==> src/rtl/eep_pw_pkg.sv <==
package eep_pw_pkg;
   function automatic int unsigned ceil_log2(input int unsigned v);
      int unsigned r;
      r = 0;
      while ((32'd1 << r) < v) r++;
      return r;
   endfunction
endpackage

==> src/rtl/eep_pw_pointer.sv <==
module eep_pw_pointer #(
   parameter int ADDR_W = 12,
   parameter int OFS_W  = 5
) (
   input  logic                    clk,
   input  logic                    rst_n,
   input  logic                    load,
   input  logic [ADDR_W-1:0]       addr,
   input  logic                    step,
   output logic [ADDR_W-OFS_W-1:0] page,
   output logic [OFS_W-1:0]        ofs
);
   localparam int PG_W = ADDR_W - OFS_W;

   logic [PG_W-1:0]  page_q;
   logic [OFS_W-1:0] ofs_q;

   always_ff @(posedge clk) begin
      if (!rst_n) begin
         page_q <= '0;
         ofs_q  <= '0;
      end else if (load) begin
         page_q <= addr[ADDR_W-1:OFS_W];
         ofs_q  <= addr[OFS_W-1:0];
      end else if (step) begin
         ofs_q  <= ofs_q + 1'b1;
      end
   end

   assign page = page_q;
   assign ofs  = ofs_q;
endmodule

==> src/rtl/eep_pw_buffer.sv <==
module eep_pw_buffer #(
   parameter int DATA_W     = 8,
   parameter int PAGE_BYTES = 32,
   parameter int OFS_W      = 5
) (
   input  logic              clk,
   input  logic              rst_n,
   input  logic              clr,
   input  logic              wr_en,
   input  logic [OFS_W-1:0]  wr_ofs,
   input  logic [DATA_W-1:0] wr_data,
   input  logic [OFS_W-1:0]  rd_ofs,
   output logic [DATA_W-1:0] rd_data,
   output logic              rd_valid,
   output logic              any_valid
);
   logic [PAGE_BYTES-1:0] mask_q;
   logic [DATA_W-1:0]     lane_w [PAGE_BYTES];

   for (genvar i = 0; i < PAGE_BYTES; i++) begin : g_lane
      logic [DATA_W-1:0] q;
      always_ff @(posedge clk) begin
         if (wr_en && (wr_ofs == OFS_W'(i))) q <= wr_data;
      end
      assign lane_w[i] = q;
   end

   always_ff @(posedge clk) begin
      if (!rst_n || clr) begin
         mask_q <= '0;
      end else if (wr_en) begin
         mask_q[wr_ofs] <= 1'b1;
      end
   end

   assign rd_data   = lane_w[rd_ofs];
   assign rd_valid  = mask_q[rd_ofs];
   assign any_valid = |mask_q;
endmodule

==> src/rtl/eep_pw_timer.sv <==
module eep_pw_timer #(
   parameter int WR_CYCLES = 64,
   parameter int CNT_W     = 7
) (
   input  logic             clk,
   input  logic             rst_n,
   input  logic             start,
   output logic             busy,
   output logic [CNT_W-1:0] cnt,
   output logic             last
);
   localparam logic [CNT_W-1:0] LAST_CNT = CNT_W'(WR_CYCLES - 1);

   logic             busy_q;
   logic [CNT_W-1:0] cnt_q;

   always_ff @(posedge clk) begin
      if (!rst_n) begin
         busy_q <= 1'b0;
         cnt_q  <= '0;
      end else if (start) begin
         busy_q <= 1'b1;
         cnt_q  <= '0;
      end else if (busy_q) begin
         if (cnt_q == LAST_CNT) begin
            busy_q <= 1'b0;
            cnt_q  <= '0;
         end else begin
            cnt_q  <= cnt_q + 1'b1;
         end
      end
   end

   assign busy = busy_q;
   assign cnt  = cnt_q;
   assign last = busy_q && (cnt_q == LAST_CNT);
endmodule

==> src/rtl/eep_page_commit.sv <==
module eep_page_commit #(
   parameter int ADDR_W     = 12,
   parameter int DATA_W     = 8,
   parameter int PAGE_BYTES = 32,
   parameter int WR_CYCLES  = 250000
) (
   input  logic              clk,
   input  logic              rst_n,
   input  logic              addr_load,
   input  logic [ADDR_W-1:0] addr_in,
   input  logic              byte_vld,
   input  logic [DATA_W-1:0] byte_in,
   input  logic              abort_i,
   input  logic              stop_i,
   input  logic              wp_i,
   output logic              mem_we,
   output logic [ADDR_W-1:0] mem_addr,
   output logic [DATA_W-1:0] mem_data,
   output logic              busy_o
);
   import eep_pw_pkg::*;

   localparam int OFS_W = ceil_log2(PAGE_BYTES);
   localparam int PG_W  = ADDR_W - OFS_W;
   localparam int CNT_W = ceil_log2(WR_CYCLES) + 1;
   localparam logic [CNT_W-1:0] SCAN_END = CNT_W'(PAGE_BYTES);

   if ((32'd1 << OFS_W) != PAGE_BYTES) begin : g_bad_page
      $error("PAGE_BYTES must be a power of two");
   end
   if (WR_CYCLES < PAGE_BYTES) begin : g_bad_cycles
      $error("WR_CYCLES must cover one write per page offset");
   end
   if (ADDR_W <= OFS_W) begin : g_bad_addr
      $error("ADDR_W must exceed the offset width");
   end

   logic             idle;
   logic             do_load, do_abort, do_stop, do_byte, commit;
   logic             buf_clr, pend_any, scan_valid;
   logic [PG_W-1:0]  page;
   logic [OFS_W-1:0] ofs;
   logic [CNT_W-1:0] tcnt;
   logic             tlast;
   logic [OFS_W-1:0] scan_ofs;
   logic [DATA_W-1:0] scan_data;
   logic             scan_live;

   // priority: load > abort > stop > byte, all gated by idle
   assign idle     = !busy_o;
   assign do_load  = idle && addr_load;
   assign do_abort = idle && !addr_load && abort_i;
   assign do_stop  = idle && !addr_load && !abort_i && stop_i;
   assign do_byte  = idle && !addr_load && !abort_i && !stop_i && byte_vld;
   assign commit   = do_stop && !wp_i && pend_any;
   assign buf_clr  = do_load || do_abort || (do_stop && !commit) || tlast;

   eep_pw_pointer #(.ADDR_W(ADDR_W), .OFS_W(OFS_W)) u_ptr (
      .clk  (clk),
      .rst_n(rst_n),
      .load (do_load),
      .addr (addr_in),
      .step (do_byte),
      .page (page),
      .ofs  (ofs)
   );

   assign scan_ofs = tcnt[OFS_W-1:0];

   eep_pw_buffer #(.DATA_W(DATA_W), .PAGE_BYTES(PAGE_BYTES), .OFS_W(OFS_W)) u_buf (
      .clk      (clk),
      .rst_n    (rst_n),
      .clr      (buf_clr),
      .wr_en    (do_byte),
      .wr_ofs   (ofs),
      .wr_data  (byte_in),
      .rd_ofs   (scan_ofs),
      .rd_data  (scan_data),
      .rd_valid (scan_valid),
      .any_valid(pend_any)
   );

   eep_pw_timer #(.WR_CYCLES(WR_CYCLES), .CNT_W(CNT_W)) u_tmr (
      .clk  (clk),
      .rst_n(rst_n),
      .start(commit),
      .busy (busy_o),
      .cnt  (tcnt),
      .last (tlast)
   );

   assign scan_live = busy_o && (tcnt < SCAN_END);
   assign mem_we    = scan_live && scan_valid;
   assign mem_addr  = mem_we ? {page, scan_ofs} : '0;
   assign mem_data  = mem_we ? scan_data : '0;
endmodule

==> config.mk <==
export PLATFORM = sky130hd
export DESIGN_NAME = eep_page_commit
export DESIGN_NICKNAME = d
export VERILOG_FILES = /design/src/rtl/eep_pw_pkg.sv /design/src/rtl/eep_pw_pointer.sv /design/src/rtl/eep_pw_buffer.sv /design/src/rtl/eep_pw_timer.sv /design/src/rtl/eep_page_commit.sv
export SDC_FILE = /design/constraint.sdc
export NUM_CORES = 1
export LEC_CHECK = 0
export BUFFER_PORTS_ARGS = -buffer_cell sky130_fd_sc_hd__buf_2
export CAP_MARGIN = 30
export CORE_UTILIZATION = 44
export DETAILED_ROUTE_END_ITERATION = 8
export GPL_ROUTABILITY_DRIVEN = 0
export HOLD_SLACK_MARGIN = 0.1
export SYNTH_ARGS = -nofsm -noshare
export SYNTH_HDL_FRONTEND = slang
export SYNTH_HIERARCHICAL = 1
export SYNTH_SLANG_ARGS = --single-unit
==> constraint.sdc <==
create_clock -name clk -period 5.8 [get_ports clk]
set_input_delay 0.58 -clock clk [delete_from_list [all_inputs] [get_ports clk]]
set_output_delay 0.58 -clock clk [all_outputs]
set_load 0.005 [all_outputs]
### Word level (Yosys, flattened, before mapping)

Index checks and enable logic that the tools add are counted.

* register bits: 320
* bits of input ports: 27
* output and inout port bits: 22
* word-level logic and storage cells: 155

* add/subtract/negate cells: 2
* order comparisons: 5
* equal/unequal tests: 32
* mux-type cells: 15
* bitwise gates (word level): 3
* reduce and logical (&&, ||, !) cells: 61

Operators by type and width (number)
* 5-bit == test, second input constant: 16
* 1-bit logical AND: 46
* 8-bit binary-select mux with 5-bit select: 1
* 5-bit by 4-bit == test with 1-bit output, second input constant: 8
* 32-bit OR: 1
* 32-bit OR reduction: 1
* 8-bit two-way mux: 3
* 5-bit by 3-bit == test with 1-bit output, second input constant: 4
* 19-bit by 1-bit adder with 19-bit output, second input constant: 1
* 19-bit by 18-bit == test with 1-bit output, second input constant: 1
* 19-bit by 6-bit < comparator with 1-bit output, second input constant: 1
* 19-bit two-way mux: 1
* 5-bit by 6-bit < comparator with 1-bit output, second input constant: 2
* 12-bit two-way mux: 1
* 5-bit by 2-bit == test with 1-bit output, second input constant: 2
* 5-bit two-way mux: 2
* 1-bit logical NOT: 7
* 6-bit >= comparator, second input constant: 1
* 5-bit NOT with 6-bit output: 1
* 5-bit by 1-bit adder with 5-bit output, second input constant: 1
* 1-bit binary-select mux with 5-bit select: 1
* 1-bit demux with 5-bit select: 1
* 5-bit by 1-bit == test with 1-bit output, second input constant: 1
* 5-bit by 1-bit >= comparator with 1-bit output, second input constant: 1
* other kinds (6): 13

### Logic depth before layout (Yosys ltp)

* depth after elaboration: 11
* gate-level depth with buffers: 10

### Hierarchy

The synthesis kept the hierarchy.

By module, submodules not included
* eep_pw_buffer: instances 1, cells each 501, area each 11110.7 sq um, sequential area each 8328.0 sq um
* eep_pw_timer: instances 1, cells each 114, area each 1017.2 sq um, sequential area each 400.4 sq um
* eep_pw_pointer: instances 1, cells each 50, area each 503.0 sq um, sequential area each 240.2 sq um
* eep_page_commit: instances 1, cells each 35, area each 262.8 sq um, sequential area each 0.0 sq um

### Least setup slack after synthesis

Ideal clock, no wire load.

* path kind: reg-to-output
* start: register u_tmr.cnt_q[2] (netlist: u_tmr/cnt[2])
* end: output mem_addr[10]
* arrival time: 2.727 ns
* path slack: 2.493 ns
* stages on the path, launching flop included: 10
* path through: dfxtp_1 -> clkbuf_1 -> clkbuf_1 -> mux4_2 -> mux4_2 -> mux2_2 -> nor4b_1 -> and4_4 -> buf_6 -> and2_2

* word-level cells in the longest chain between the ends: 4

Ends and longest elaborated chain
* start, declared: RTL line eep_pw_timer.sv:15 `logic [CNT_W-1:0] cnt_q;`
* start signal, assigned: RTL line eep_pw_timer.sv:29 `cnt_q <= cnt_q + 1'b1;`
* 1-bit binary-select mux with 5-bit select: RTL line eep_pw_buffer.sv:37 `assign rd_valid = mask_q[rd_ofs];`
* 1-bit two-way mux (not written as such): RTL line eep_pw_buffer.sv:37
* net scan_valid: RTL line eep_page_commit.sv:40 `logic buf_clr, pend_any, scan_valid;`
* 1-bit logical AND: RTL line eep_page_commit.sv:93 `assign mem_we = scan_live && scan_valid;`
* net mem_we: RTL line eep_page_commit.sv:16 `output logic mem_we,`
* 12-bit two-way mux: RTL line eep_page_commit.sv:94 `assign mem_addr = mem_we ? {page, scan_ofs} : '0;`
* end, declared: RTL line eep_page_commit.sv:17 `output logic [ADDR_W-1:0] mem_addr,`

The timed path passes the listed nets, and every way through them passes these cells. The select of a mux whose other input is x is not followed.

### Final worst setup path

* start: register u_tmr.cnt_q[1] (netlist: u_tmr/cnt[1])
* end: output mem_data[4]

* word-level cells in the longest chain between the ends: 5

Ends and longest elaborated chain
* 5-bit NOT with 6-bit output (not written as such): RTL line eep_pw_buffer.sv:36 `assign rd_data = lane_w[rd_ofs];`
* 8-bit binary-select mux with 5-bit select: RTL line eep_pw_buffer.sv:36
* 8-bit two-way mux (not written as such) (2 in series): RTL line eep_pw_buffer.sv:36
* net scan_data[4]: RTL line eep_page_commit.sv:46 `logic [DATA_W-1:0] scan_data;`
* 8-bit two-way mux: RTL line eep_page_commit.sv:95 `assign mem_data = mem_we ? scan_data : '0;`
* end, declared: RTL line eep_page_commit.sv:18 `output logic [DATA_W-1:0] mem_data,`

The timed path passes the listed nets, and every way through them passes these cells. The select of a mux whose other input is x is not followed.

==> results_dict.tcl <==
set metrics [dict create \
    cts_resized 0 \
    ys_ff_latch 320 \
    clkLatencyLatePin_ps 520 \
    path_class "flop to output pin" \
    grt_pass1_wl_mm 44.0 \
    cp_max_fo 33 \
    synthArstFlopShare 0 \
    via_count 6868 \
    dp_hpwl_mm 18.4 \
    routed_wl_mm 28.5 \
    rows 62 \
    seq_area_frac_synth 0.696 \
    p_comb_frac 0.015 \
    synth_top_cell_area_share 0.596 \
    cts_hold_buffers 0 \
    ioPinCount 49 \
    drive_above_1_share 0.317 \
    htreeDepth 2 \
    cp.arrival_ps 3570 \
    path_clk_slew_ps 60 \
    p_seq_frac 0.548 \
    finalSetupTns_ps 0 \
    drtPass1Iterations 5 \
    cts.sinks 320 \
    fmax_mhz 241 \
    gr-total-overflow 0 \
    ff2ff_setup_slack_ps 2910 \
    worst_pin_slew_ps 828 \
    maxCapViolCount 0 \
    end_kind "output pin" \
    p_clk_frac 0.436 \
    fin_crit_ps 4150 \
    required_ps 5220 \
    power_density_nw_per_um2 307 \
    min_path_type "input port to flop" \
    yosys_most_used_dff "edfxtp_1" \
    initial_utilization 0.448 \
    cts_tree "built" \
    highest_layer "met4" \
    period_share 0.716 \
    cts_made_buffers 34 \
    internal_power_mw 3.63 \
    final_cell_area_um2 14800 \
    dp_worst_setup_slack_ps 2090 \
    wl_per_cell_um 23.8 \
    grt_max_degree 55 \
    syn_nets 729 \
    met1_length_mm 12.6 \
    mostFrequentLayoutCells "edfxtp_1, mux4_2, dfxtp_1" \
    cts_setup_buffers 0 \
    netSwitchingPower_mw 0.907 \
    mappedNetlistArea_um2 12900 \
    timing.hold.ws_ps 329 \
    max_slew_margin 0.448 \
    grtUsageTotal 0.197 \
    synth_cell_types 49 \
    port-buffer-count 48 \
    layout_commonest_cell "edfxtp_1" \
    ant_nets 0 \
    r2r-start "u_tmr/cnt[0]" \
    n_fill_cell 2312 \
    met2_length_mm 13.9 \
    yosysTopAreaCell "edfxtp_1" \
    synth_edf_count 256 \
    rsz0062_at_grt "no" \
    hold_viol_final 0 \
    core_area_um2 28800 \
    die_y_um 173 \
    leakagePower_nw 4.75 \
    avgSynthCellArea_um2 18.4 \
    finClkSkew_ps 17.3 \
    area_growth_pct 14.7 \
    fin_ws_ps 1650 \
    vdd_drop_max_v 0.000246 \
    vias_per_cell 5.73 \
    syn_inst 700 \
    worstHoldStart "addr_in[10]" \
    drt_iter0_drc 514 \
    drc 0 \
    synthTopCellsByArea "edfxtp_1, mux4_2, dfxtp_1, o21a_1, nor2_1" \
    wl_met3_mm 1.43 \
    outcome "complete, no violations" \
    startpoint "u_tmr/cnt[1]" \
    yosys_warnings 6 \
    cts_buffer_depth 3 \
    grt_pass1_vias 7123 \
    setup_viol 0 \
    drv_slew 0 \
    dpl_cell_area_um2 13800 \
    root_buffer "clkbuf_16" \
    start_kind "flop" \
    die_w_um 173 \
    switching_share 0.200 \
    antenna_found_initial 0 \
    fin_nets 820 \
    die_area_um2 30000 \
    total_power_mw 4.54 \
]
[per-layer routing]
layer	vias to the layer above	global-route usage
met5	-	0
met4	0	0.0557
met3	41	0.0301
met2	174	0.317
met1	3645	0.281
li1	3008	-
[layout make-up]
class | count | area [µm²] | share of cell area
sequential | 320 | 8980 | 0.607
multi-input combinational | 342 | 3720 | 0.252
clock buffer | 43 | 885 | 0.0598
timing repair buffer | 88 | 589 | 0.0398
tap | 384 | 480 | 0.0325
clock inverter | 15 | 118 | 0.00795
inverter | 5 | 18.8 | 0.00127
antenna | 2 | 5.00 | 0.000338
[registers in the layout (all words and copies together), names as in the netlist]
| name | cells |
|---|---|
| u_buf/g_lane.q | 256 |
| u_ptr/ofs | 5 |
| u_buf/mask_q | 32 |
| u_ptr/page | 7 |
| u_tmr/busy | 1 |
| u_tmr/cnt | 19 |
[power groups by stage]
stage                     clock network [mW]  logic, mW  registers (mW)
after floorplan                            0     0.0284            2.54
after global placement                     0     0.0653            2.54
after detailed placement                   0     0.0702            2.54
after CTS                               2.02     0.0703            2.49
after global routing                    2.11     0.0778            2.49
final                                   1.98     0.0702            2.49
[stage by stage]
stage          std cells   util
3_5_place_dp        1139  0.479
3_3_place_gp        1118  0.472
6_report            1199  0.514
5_1_grt             1197  0.514
2_1_floorplan        700      -
4_1_cts             1197  0.514
[worst paths after layout]
kind,endpoint,cells past startpoint
worst max register to register,u_tmr/cnt[3],6
worst min-delay path,u_ptr/page[5],3
worst min register to register,u_buf/mask_q[9],1
worst max-delay path,mem_data[4],6
[cells in the mapped netlist, drive strengths merged (9+ instances only)]
| master | count |
|---|---|
| edfxtp | 256 |
| mux4 | 90 |
| dfxtp | 64 |
| nor2 | 46 |
| o21a | 32 |
| and2 | 22 |
| buf | 19 |
| nor4 | 15 |
| clkbuf | 14 |
| nand2 | 13 |
| nand4 | 11 |
| o21ai | 11 |
| a21oi | 9 |
| mux2 | 9 |
| xor2 | 9 |
[worst max-delay path, cell delays in order, from the launching register on]
cell	delay [ps]
dfxtp_4	740
buf_4	570
mux4_2	570
mux4_2	560
mux2_2	290
and2_2	160
buf_2	120
[cells by family (layout without fill, tap and decap cells)]
group / Yosys count / after routing / share of synthesized area
AO/OA/AOI/OAI: 57 / 57 / 0.0308
multiplexers: 107 / 107 / 0.171
XOR/XNOR: 17 / 17 / 0.0115
flip-flops: 320 / 320 / 0.696
other: 0 / 2 / 0
AND/OR/NAND/NOR: 159 / 159 / 0.0731
adder cells (fa/ha/maj): 2 / 2 / 0.00194
buffers and inverters: 38 / 151 / 0.0158
Power figures use the tool's default switching activity.
